File: config.mk
export PLATFORM = sky130hd
export DESIGN_NAME = cpu_pin_ctrl
export DESIGN_NICKNAME = d
export VERILOG_FILES = /design/src/rtl/pinctl_pkg.sv /design/src/rtl/pinctl_sync.sv /design/src/rtl/pinctl_detect.sv /design/src/rtl/pinctl_pending.sv /design/src/rtl/pinctl_core_fsm.sv /design/src/rtl/cpu_pin_ctrl.sv
export SDC_FILE = /design/constraint.sdc
export NUM_CORES = 1
export LEC_CHECK = 0
export CAP_MARGIN = 0
export CORE_UTILIZATION = 43
export DETAILED_ROUTE_END_ITERATION = 8
export DONT_BUFFER_PORTS = 1
export GPL_ROUTABILITY_DRIVEN = 0
export GPL_TIMING_DRIVEN = 0
export HOLD_SLACK_MARGIN = 0.05
export PLACE_DENSITY = 0.58
export SLEW_MARGIN = 20
export SYNTH_ARGS = -nofsm -noshare
export SYNTH_HDL_FRONTEND = slang
export SYNTH_SLANG_ARGS = --single-unit
File: constraint.sdc
create_clock -name clk -period 1.7 [get_ports clk]
set_clock_uncertainty 0.1 [all_clocks]
set_input_delay 0.34 -clock clk [delete_from_list [all_inputs] [get_ports clk]]
set_output_delay 0.34 -clock clk [all_outputs]
set_load 0.005 [all_outputs]
File: src/rtl/pinctl_pkg.sv
package pinctl_pkg;

    // defined pin positions on pins_i
    localparam int PIN_TBEN    = 0;
    localparam int PIN_EXT     = 1;
    localparam int PIN_SMI     = 2;
    localparam int PIN_MCHK    = 3;
    localparam int PIN_CKSTP_N = 4;
    localparam int PIN_HRST_N  = 5;
    localparam int PIN_SRST    = 6;
    localparam int NUM_DEF     = 7;

    // idle level of each defined pin (active-low and edge pins rest high)
    localparam logic [NUM_DEF-1:0] DEF_IDLE = 7'b011_1000;

    // pending mask bit positions
    localparam int PND_EXT  = 0;
    localparam int PND_SMI  = 1;
    localparam int PND_MCHK = 2;
    localparam int PND_SRST = 3;
    localparam int PND_W    = 4;

    typedef enum logic {
        TB_FROZEN,
        TB_TICKING
    } tb_state_e;

    typedef enum logic {
        CORE_RUN,
        CORE_STOPPED
    } core_state_e;

    typedef struct packed {
        logic tb_rise;
        logic tb_fall;
        logic ext_rise;
        logic ext_fall;
        logic smi_rise;
        logic smi_fall;
        logic mchk_fall;
        logic ckstp_fall;
        logic hrst_fall;
        logic srst_rise;
        logic srst_fall;
    } pin_evt_t;

endpackage

File: src/rtl/pinctl_sync.sv
module pinctl_sync #(
    parameter int           W       = 7,
    parameter int           STAGES  = 2,
    parameter logic [W-1:0] RST_VAL = '0
) (
    input  logic         clk,
    input  logic         rst_n,
    input  logic [W-1:0] d_i,
    output logic [W-1:0] q_o
);

    logic [W-1:0] stg_q [STAGES];

    for (genvar s = 0; s < STAGES; s++) begin : g_stage
        if (s == 0) begin : g_first
            always_ff @(posedge clk or negedge rst_n) begin
                if (!rst_n) stg_q[s] <= RST_VAL;
                else        stg_q[s] <= d_i;
            end
        end else begin : g_next
            always_ff @(posedge clk or negedge rst_n) begin
                if (!rst_n) stg_q[s] <= RST_VAL;
                else        stg_q[s] <= stg_q[s-1];
            end
        end
    end

    assign q_o = stg_q[STAGES-1];

endmodule

File: src/rtl/pinctl_detect.sv
module pinctl_detect
    import pinctl_pkg::*;
(
    input  logic               clk,
    input  logic               rst_n,
    input  logic [NUM_DEF-1:0] lvl_i,
    output pin_evt_t           evt_o,
    output logic               any_chg_o
);

    logic [NUM_DEF-1:0] last_q;
    logic [NUM_DEF-1:0] chg;

    for (genvar p = 0; p < NUM_DEF; p++) begin : g_pin
        always_ff @(posedge clk or negedge rst_n) begin
            if (!rst_n)        last_q[p] <= DEF_IDLE[p];
            else if (chg[p])   last_q[p] <= lvl_i[p];
        end
        assign chg[p] = lvl_i[p] ^ last_q[p];
    end

    always_comb begin
        evt_o.tb_rise    = chg[PIN_TBEN]    &  lvl_i[PIN_TBEN];
        evt_o.tb_fall    = chg[PIN_TBEN]    & ~lvl_i[PIN_TBEN];
        evt_o.ext_rise   = chg[PIN_EXT]     &  lvl_i[PIN_EXT];
        evt_o.ext_fall   = chg[PIN_EXT]     & ~lvl_i[PIN_EXT];
        evt_o.smi_rise   = chg[PIN_SMI]     &  lvl_i[PIN_SMI];
        evt_o.smi_fall   = chg[PIN_SMI]     & ~lvl_i[PIN_SMI];
        evt_o.mchk_fall  = chg[PIN_MCHK]    & ~lvl_i[PIN_MCHK];
        evt_o.ckstp_fall = chg[PIN_CKSTP_N] & ~lvl_i[PIN_CKSTP_N];
        evt_o.hrst_fall  = chg[PIN_HRST_N]  & ~lvl_i[PIN_HRST_N];
        evt_o.srst_rise  = chg[PIN_SRST]    &  lvl_i[PIN_SRST];
        evt_o.srst_fall  = chg[PIN_SRST]    & ~lvl_i[PIN_SRST];
    end

    assign any_chg_o = |chg;

    // a stored level only moves when the synchronized level differed
    assert_store_on_change_R1: assert property (@(posedge clk) disable iff (!rst_n)
        (chg == '0) |=> $stable(last_q));

endmodule

File: src/rtl/pinctl_pending.sv
module pinctl_pending
    import pinctl_pkg::*;
#(
    parameter int ACK_W = $clog2(PND_W)
) (
    input  logic             clk,
    input  logic             rst_n,
    input  logic             ext_rise_i,
    input  logic             ext_fall_i,
    input  logic             smi_rise_i,
    input  logic             smi_fall_i,
    input  logic             mchk_fall_i,
    input  logic             srst_rise_i,
    input  logic             srst_fall_i,
    input  logic             ack_valid_i,
    input  logic [ACK_W-1:0] ack_idx_i,
    output logic [PND_W-1:0] pend_o,
    output logic             hirq_o
);

    logic [PND_W-1:0] pend_q, pend_d;
    logic [PND_W-1:0] set_v, clr_v, ack_v;
    logic             hirq_q;

    always_comb begin
        set_v           = '0;
        clr_v           = '0;
        set_v[PND_EXT]  = ext_rise_i;
        clr_v[PND_EXT]  = ext_fall_i;
        set_v[PND_SMI]  = smi_rise_i;
        clr_v[PND_SMI]  = smi_fall_i;
        set_v[PND_MCHK] = mchk_fall_i;
        set_v[PND_SRST] = srst_rise_i;
        clr_v[PND_SRST] = srst_fall_i;
        ack_v           = ack_valid_i ? (PND_W'(1) << ack_idx_i) : '0;
        pend_d          = (pend_q | set_v) & ~clr_v & ~ack_v;
    end

    always_ff @(posedge clk or negedge rst_n) begin
        if (!rst_n) begin
            pend_q <= '0;
            hirq_q <= 1'b0;
        end else begin
            pend_q <= pend_d;
            hirq_q <= |pend_d;
        end
    end

    assign pend_o = pend_q;
    assign hirq_o = hirq_q;

    assert_mchk_fall_sets_R4: assert property (@(posedge clk) disable iff (!rst_n)
        (mchk_fall_i && !(ack_valid_i && ack_idx_i == ACK_W'(PND_MCHK)))
        |=> pend_q[PND_MCHK]);

    assert_ext_follows_R3: assert property (@(posedge clk) disable iff (!rst_n)
        (ext_fall_i) |=> !pend_q[PND_EXT]);

    assert_ack_wins_R10: assert property (@(posedge clk) disable iff (!rst_n)
        (ack_valid_i && ack_idx_i == ACK_W'(PND_EXT)) |=> !pend_q[PND_EXT]);

    assert_irq_set_R8: assert property (@(posedge clk) disable iff (!rst_n)
        (pend_q != '0) |-> hirq_q);

    assert_irq_clear_R8: assert property (@(posedge clk) disable iff (!rst_n)
        (pend_q == '0) |-> !hirq_q);

endmodule

File: src/rtl/pinctl_core_fsm.sv
module pinctl_core_fsm
    import pinctl_pkg::*;
(
    input  logic clk,
    input  logic rst_n,
    input  logic tb_rise_i,
    input  logic tb_fall_i,
    input  logic ckstp_fall_i,
    input  logic hrst_fall_i,
    output logic tb_run_o,
    output logic halt_o,
    output logic rst_req_o
);

    tb_state_e   tb_q,   tb_d;
    core_state_e core_q, core_d;
    logic        rst_req_q;

    // next-state logic
    always_comb begin
        tb_d = tb_q;
        unique case (tb_q)
            TB_FROZEN:  if (tb_rise_i) tb_d = TB_TICKING;
            TB_TICKING: if (tb_fall_i) tb_d = TB_FROZEN;
            default:    tb_d = TB_FROZEN;
        endcase

        core_d = core_q;
        unique case (core_q)
            CORE_RUN:     if (ckstp_fall_i) core_d = CORE_STOPPED;
            CORE_STOPPED: core_d = CORE_STOPPED;
            default:      core_d = CORE_RUN;
        endcase
    end

    // state registers
    always_ff @(posedge clk or negedge rst_n) begin
        if (!rst_n) begin
            tb_q      <= TB_FROZEN;
            core_q    <= CORE_RUN;
            rst_req_q <= 1'b0;
        end else begin
            tb_q      <= tb_d;
            core_q    <= core_d;
            rst_req_q <= hrst_fall_i;
        end
    end

    // outputs
    always_comb begin
        tb_run_o  = (tb_q == TB_TICKING);
        halt_o    = (core_q == CORE_STOPPED);
        rst_req_o = rst_req_q;
    end

    assert_tb_start_R2: assert property (@(posedge clk) disable iff (!rst_n)
        tb_rise_i |=> tb_run_o);

    assert_tb_freeze_R2: assert property (@(posedge clk) disable iff (!rst_n)
        tb_fall_i |=> !tb_run_o);

    assert_halt_sticky_R5: assert property (@(posedge clk) disable iff (!rst_n)
        halt_o |=> halt_o);

    assert_rst_req_single_R6: assert property (@(posedge clk) disable iff (!rst_n)
        rst_req_o |=> !rst_req_o);

endmodule

File: src/rtl/cpu_pin_ctrl.sv
module cpu_pin_ctrl
    import pinctl_pkg::*;
#(
    parameter int PIN_W       = 8,
    parameter int SYNC_STAGES = 2
) (
    input  logic                       clk,
    input  logic                       rst_n,
    input  logic [PIN_W-1:0]           pins_i,
    input  logic                       ack_valid_i,
    input  logic [$clog2(PND_W)-1:0]   ack_idx_i,
    output logic [PND_W-1:0]           pend_o,
    output logic                       hard_irq_o,
    output logic                       tb_run_o,
    output logic                       cpu_halt_o,
    output logic                       sys_rst_req_o
);

    localparam int ACK_W = $clog2(PND_W);

    logic [NUM_DEF-1:0] lvl_sync;
    pin_evt_t           evt;
    logic               any_chg;

    // pins beyond the defined set are dropped here
    if (PIN_W > NUM_DEF) begin : g_extra
        logic unused_extra_pins;
        assign unused_extra_pins = ^pins_i[PIN_W-1:NUM_DEF];
    end

    pinctl_sync #(
        .W       (NUM_DEF),
        .STAGES  (SYNC_STAGES),
        .RST_VAL (DEF_IDLE)
    ) u_sync (
        .clk   (clk),
        .rst_n (rst_n),
        .d_i   (pins_i[NUM_DEF-1:0]),
        .q_o   (lvl_sync)
    );

    pinctl_detect u_detect (
        .clk       (clk),
        .rst_n     (rst_n),
        .lvl_i     (lvl_sync),
        .evt_o     (evt),
        .any_chg_o (any_chg)
    );

    pinctl_pending #(
        .ACK_W (ACK_W)
    ) u_pending (
        .clk         (clk),
        .rst_n       (rst_n),
        .ext_rise_i  (evt.ext_rise),
        .ext_fall_i  (evt.ext_fall),
        .smi_rise_i  (evt.smi_rise),
        .smi_fall_i  (evt.smi_fall),
        .mchk_fall_i (evt.mchk_fall),
        .srst_rise_i (evt.srst_rise),
        .srst_fall_i (evt.srst_fall),
        .ack_valid_i (ack_valid_i),
        .ack_idx_i   (ack_idx_i),
        .pend_o      (pend_o),
        .hirq_o      (hard_irq_o)
    );

    pinctl_core_fsm u_core (
        .clk          (clk),
        .rst_n        (rst_n),
        .tb_rise_i    (evt.tb_rise),
        .tb_fall_i    (evt.tb_fall),
        .ckstp_fall_i (evt.ckstp_fall),
        .hrst_fall_i  (evt.hrst_fall),
        .tb_run_o     (tb_run_o),
        .halt_o       (cpu_halt_o),
        .rst_req_o    (sys_rst_req_o)
    );

    assert_quiet_no_event_R1: assert property (@(posedge clk) disable iff (!rst_n)
        (!any_chg && !ack_valid_i) |=>
            ($stable(pend_o) && $stable(tb_run_o) && $stable(cpu_halt_o) && !sys_rst_req_o));

endmodule

==> results.py <==
metrics = {
    "routing": {
        "drt-wirelength-per-cell_um": 10.7,
        "drtIter0Drc": 2,
        "drt.antenna.violating_nets": 0,
        "drt_pre_antenna_iters": 2,
        "via_per_inst": 4.72,
        "drt_wl_total_mm": 1.09,
        "via_count": 481,
        "drc": 0,
    },
    "cts": {
        "htreeDepth": 1,
        "cts_sinks": 28,
        "numCtsBuffers": 3,
        "cts.clk_slew.worst_paths_ps": 130,
        "clockBufferDepth": 2,
        "cts_tree": "yes",
        "root_buffer": "clkbuf_4",
        "clk_latency_ps": 310,
        "cts_resized": 0,
    },
    "logic_synthesis": {
        "seq_area_frac_synth": 0.784,
        "postSynthCellCount": 61,
        "synthesis.area_um2": 908,
        "synth_fp_nets": 77,
        "avgSynthCellArea_um2": 14.9,
        "ys_warn_count": 0,
        "synth-seq-cells": 28,
        "synth_cell_types": 16,
    },
    "floorplan": {
        "die_area_mm2": 0.00230,
        "initial_core_util": 0.458,
        "io-pin-count": 21,
        "die_h_um": 48.0,
        "core_mm2": 0.00198,
        "die_w_um": 48.0,
        "rows": 16,
    },
    "hold_path": {
        "hold_path.startpoint": "ack_idx_i[1]",
        "hold_end": "u_pending.pend_o[1]",
        "hp-class": "in -> reg",
        "holdPathStages": 1,
    },
    "placed_design": {
        "postPlaceCellArea_um2": 942,
        "dp_hpwl_um": 736,
        "port_buffers": 0,
        "placed_cells_incl_taps": 88,
    },
    "grt": {
        "grt_pass1_vias": 440,
        "antenna_found_initial": 0,
        "met1_usage": 0.116,
        "met2_usage": 0.178,
        "grt-ovfl-total": 0,
        "met3_usage": 0.0340,
        "grt_use_total": 0.111,
        "grt.busiest_layer": "met2",
        "grt_start_max_net_pins": 29,
        "grt_first_pass_wirelength_mm": 1.63,
    },
    "critical_path": {
        "r2r_cells": 4,
        "rrSetupSlack_ps": 130,
        "cp_cell_sequence": "dlygate4sd3_1, o31a_2, or4_4",
        "worstPathMaxFanout": 3,
        "cp.arrival_ps": 1680,
        "startpoint_type": "primary input",
        "worstReg2RegStart": "u_sync.q_o[3]",
        "endpoint_kind": "register",
        "cpMaxStageDelayCell": "dlygate4sd3_1",
        "critical_path_class": "in -> reg",
        "critical_path_required_ps": 1800,
        "reg2reg_to": "u_pending.hirq_o",
        "slowest_delay_ps": 540,
    },
    "layout": {
        "final_common_cell": "dfrtp_1",
        "syn_to_final_growth_pct": 18.7,
        "final_area_mm2": 0.00108,
        "drive_gt1_frac": 0.267,
        "antennaDiodeCount": 0,
        "fin_cells": 102,
        "final_cell_mix": "dfrtp_1 (19), dlygate4sd3_1 (9), dfstp_2 (9), nand2_1 (6)",
        "final_nets": 92,
    },
    "power": {
        "leakagePower_uw": 0.000474,
        "p_per_area_mw_per_mm2": 1150,
        "vdd_drop_max_mv": 0.598,
    },
    "sta": {
        "timing.slew.headroom": 0.882,
        "period_share": 0.928,
        "fin_hold_ws_ps": 74.2,
        "worstMarginPinSlew_ps": 176,
        "period_needed_ps": 1580,
        "setup_violations": 0,
        "finalHoldViolCount": 0,
        "finalMaxSlewViolations": 0,
        "setup_tns_ps": 0,
        "fmax_ghz": 0.634,
        "grt_setup_unrepaired": "false",
    },
    "run_status": {
        "outcome": "completed",
    },
    "flow_run": {
        "maxCapViolCount": 0,
    },
}
worst max-delay path, delay by kind of cell:
| family | cells | cell delay [ps] |
|---|---|---|
| simple gates | 1 | 500 |
| compound gates | 1 | 300 |
| buf+inv | 1 | 540 |
flip-flops by register name (all words and copies together), names as in the netlist:
name	flops
u_sync.stg_q	7
u_core.halt_o	1
u_core.rst_req_o	1
u_sync.q_o	7
u_detect.last_q	7
u_pending.hirq_o	1
u_pending.pend_o	4
where the power goes:
| group | internal, uW | switching [uW] |
|---|---|---|
| logic | 79.4 | 71.9 |
| clock network | 91.6 | 171 |
| registers | 781 | 44.3 |
metrics by stage:
stage | utilization | power [uW] | setup WS, ps
after global routing | 0.544 | 1330 | 70.1
final | 0.544 | 1240 | 122
after CTS | 0.544 | 1270 | 128
after detailed placement | 0.475 | 959 | 145
after floorplan | - | 928 | 183
after global placement | 0.475 | 946 | 146
worst max path at each step:
stage | startpoint | end | slack (ps) | cells past startpoint
global placement | u_pending.pend_o[0] | u_pending.hirq_o | 150 | 3
floorplan | u_pending.pend_o[0] | u_pending.hirq_o | 180 | 3
global route | u_sync.q_o[3] | u_pending.hirq_o | 70 | 4
detailed placement | u_sync.q_o[3] | u_pending.hirq_o | 150 | 4
CTS | u_sync.q_o[3] | u_pending.hirq_o | 130 | 4
finish | ack_idx_i[1] | u_pending.hirq_o | 120 | 3
routing by layer:
metal / part of all wire / up-vias
li1: - / 223
met1: 0.42 / 239
met2: 0.48 / 17
met3: 0.082 / 2
met4: 0.011 / 0
met5: 0 / -
repair_timing:
item | 4_1_cts | 5_1_grt
hold buffers | 10 | 0
buffers inserted | 0 | 0
hold endpoints to repair | 36 | 0
cells by family after synthesis:
group,Yosys count,synth area share
buffers and inverters,10,0.0413
flip-flops,28,0.784
AND/OR/NAND/NOR,10,0.0523
adder cells (fa/ha/maj),4,0.0537
AO/OA/AOI/OAI,9,0.0689
synth_stat cells (all sizes together):
library cell / count / area share
or4: 1 / 0.012
clkbuf: 4 / 0.017
maj3: 1 / 0.012
ha: 3 / 0.041
o21ai: 5 / 0.028
o21a: 2 / 0.019
or2: 1 / 0.0069
o32a: 1 / 0.011
dfstp: 9 / 0.26
dfrtp: 19 / 0.52
nor2: 2 / 0.0083
inv: 6 / 0.025
nand2: 6 / 0.025
o31a: 1 / 0.011
layout make-up:
| cell class | instances | area, um^2 |
|---|---|---|
| fill | 165 | 903 |
| sequential | 28 | 712 |
| multi-input combinational | 23 | 159 |
| timing repair buffer | 10 | 110 |
| tap | 27 | 33.8 |
| clock buffer | 4 | 26.3 |
| inverter | 6 | 22.5 |
| buffer | 4 | 15.0 |
Power figures use the tool's default switching activity.
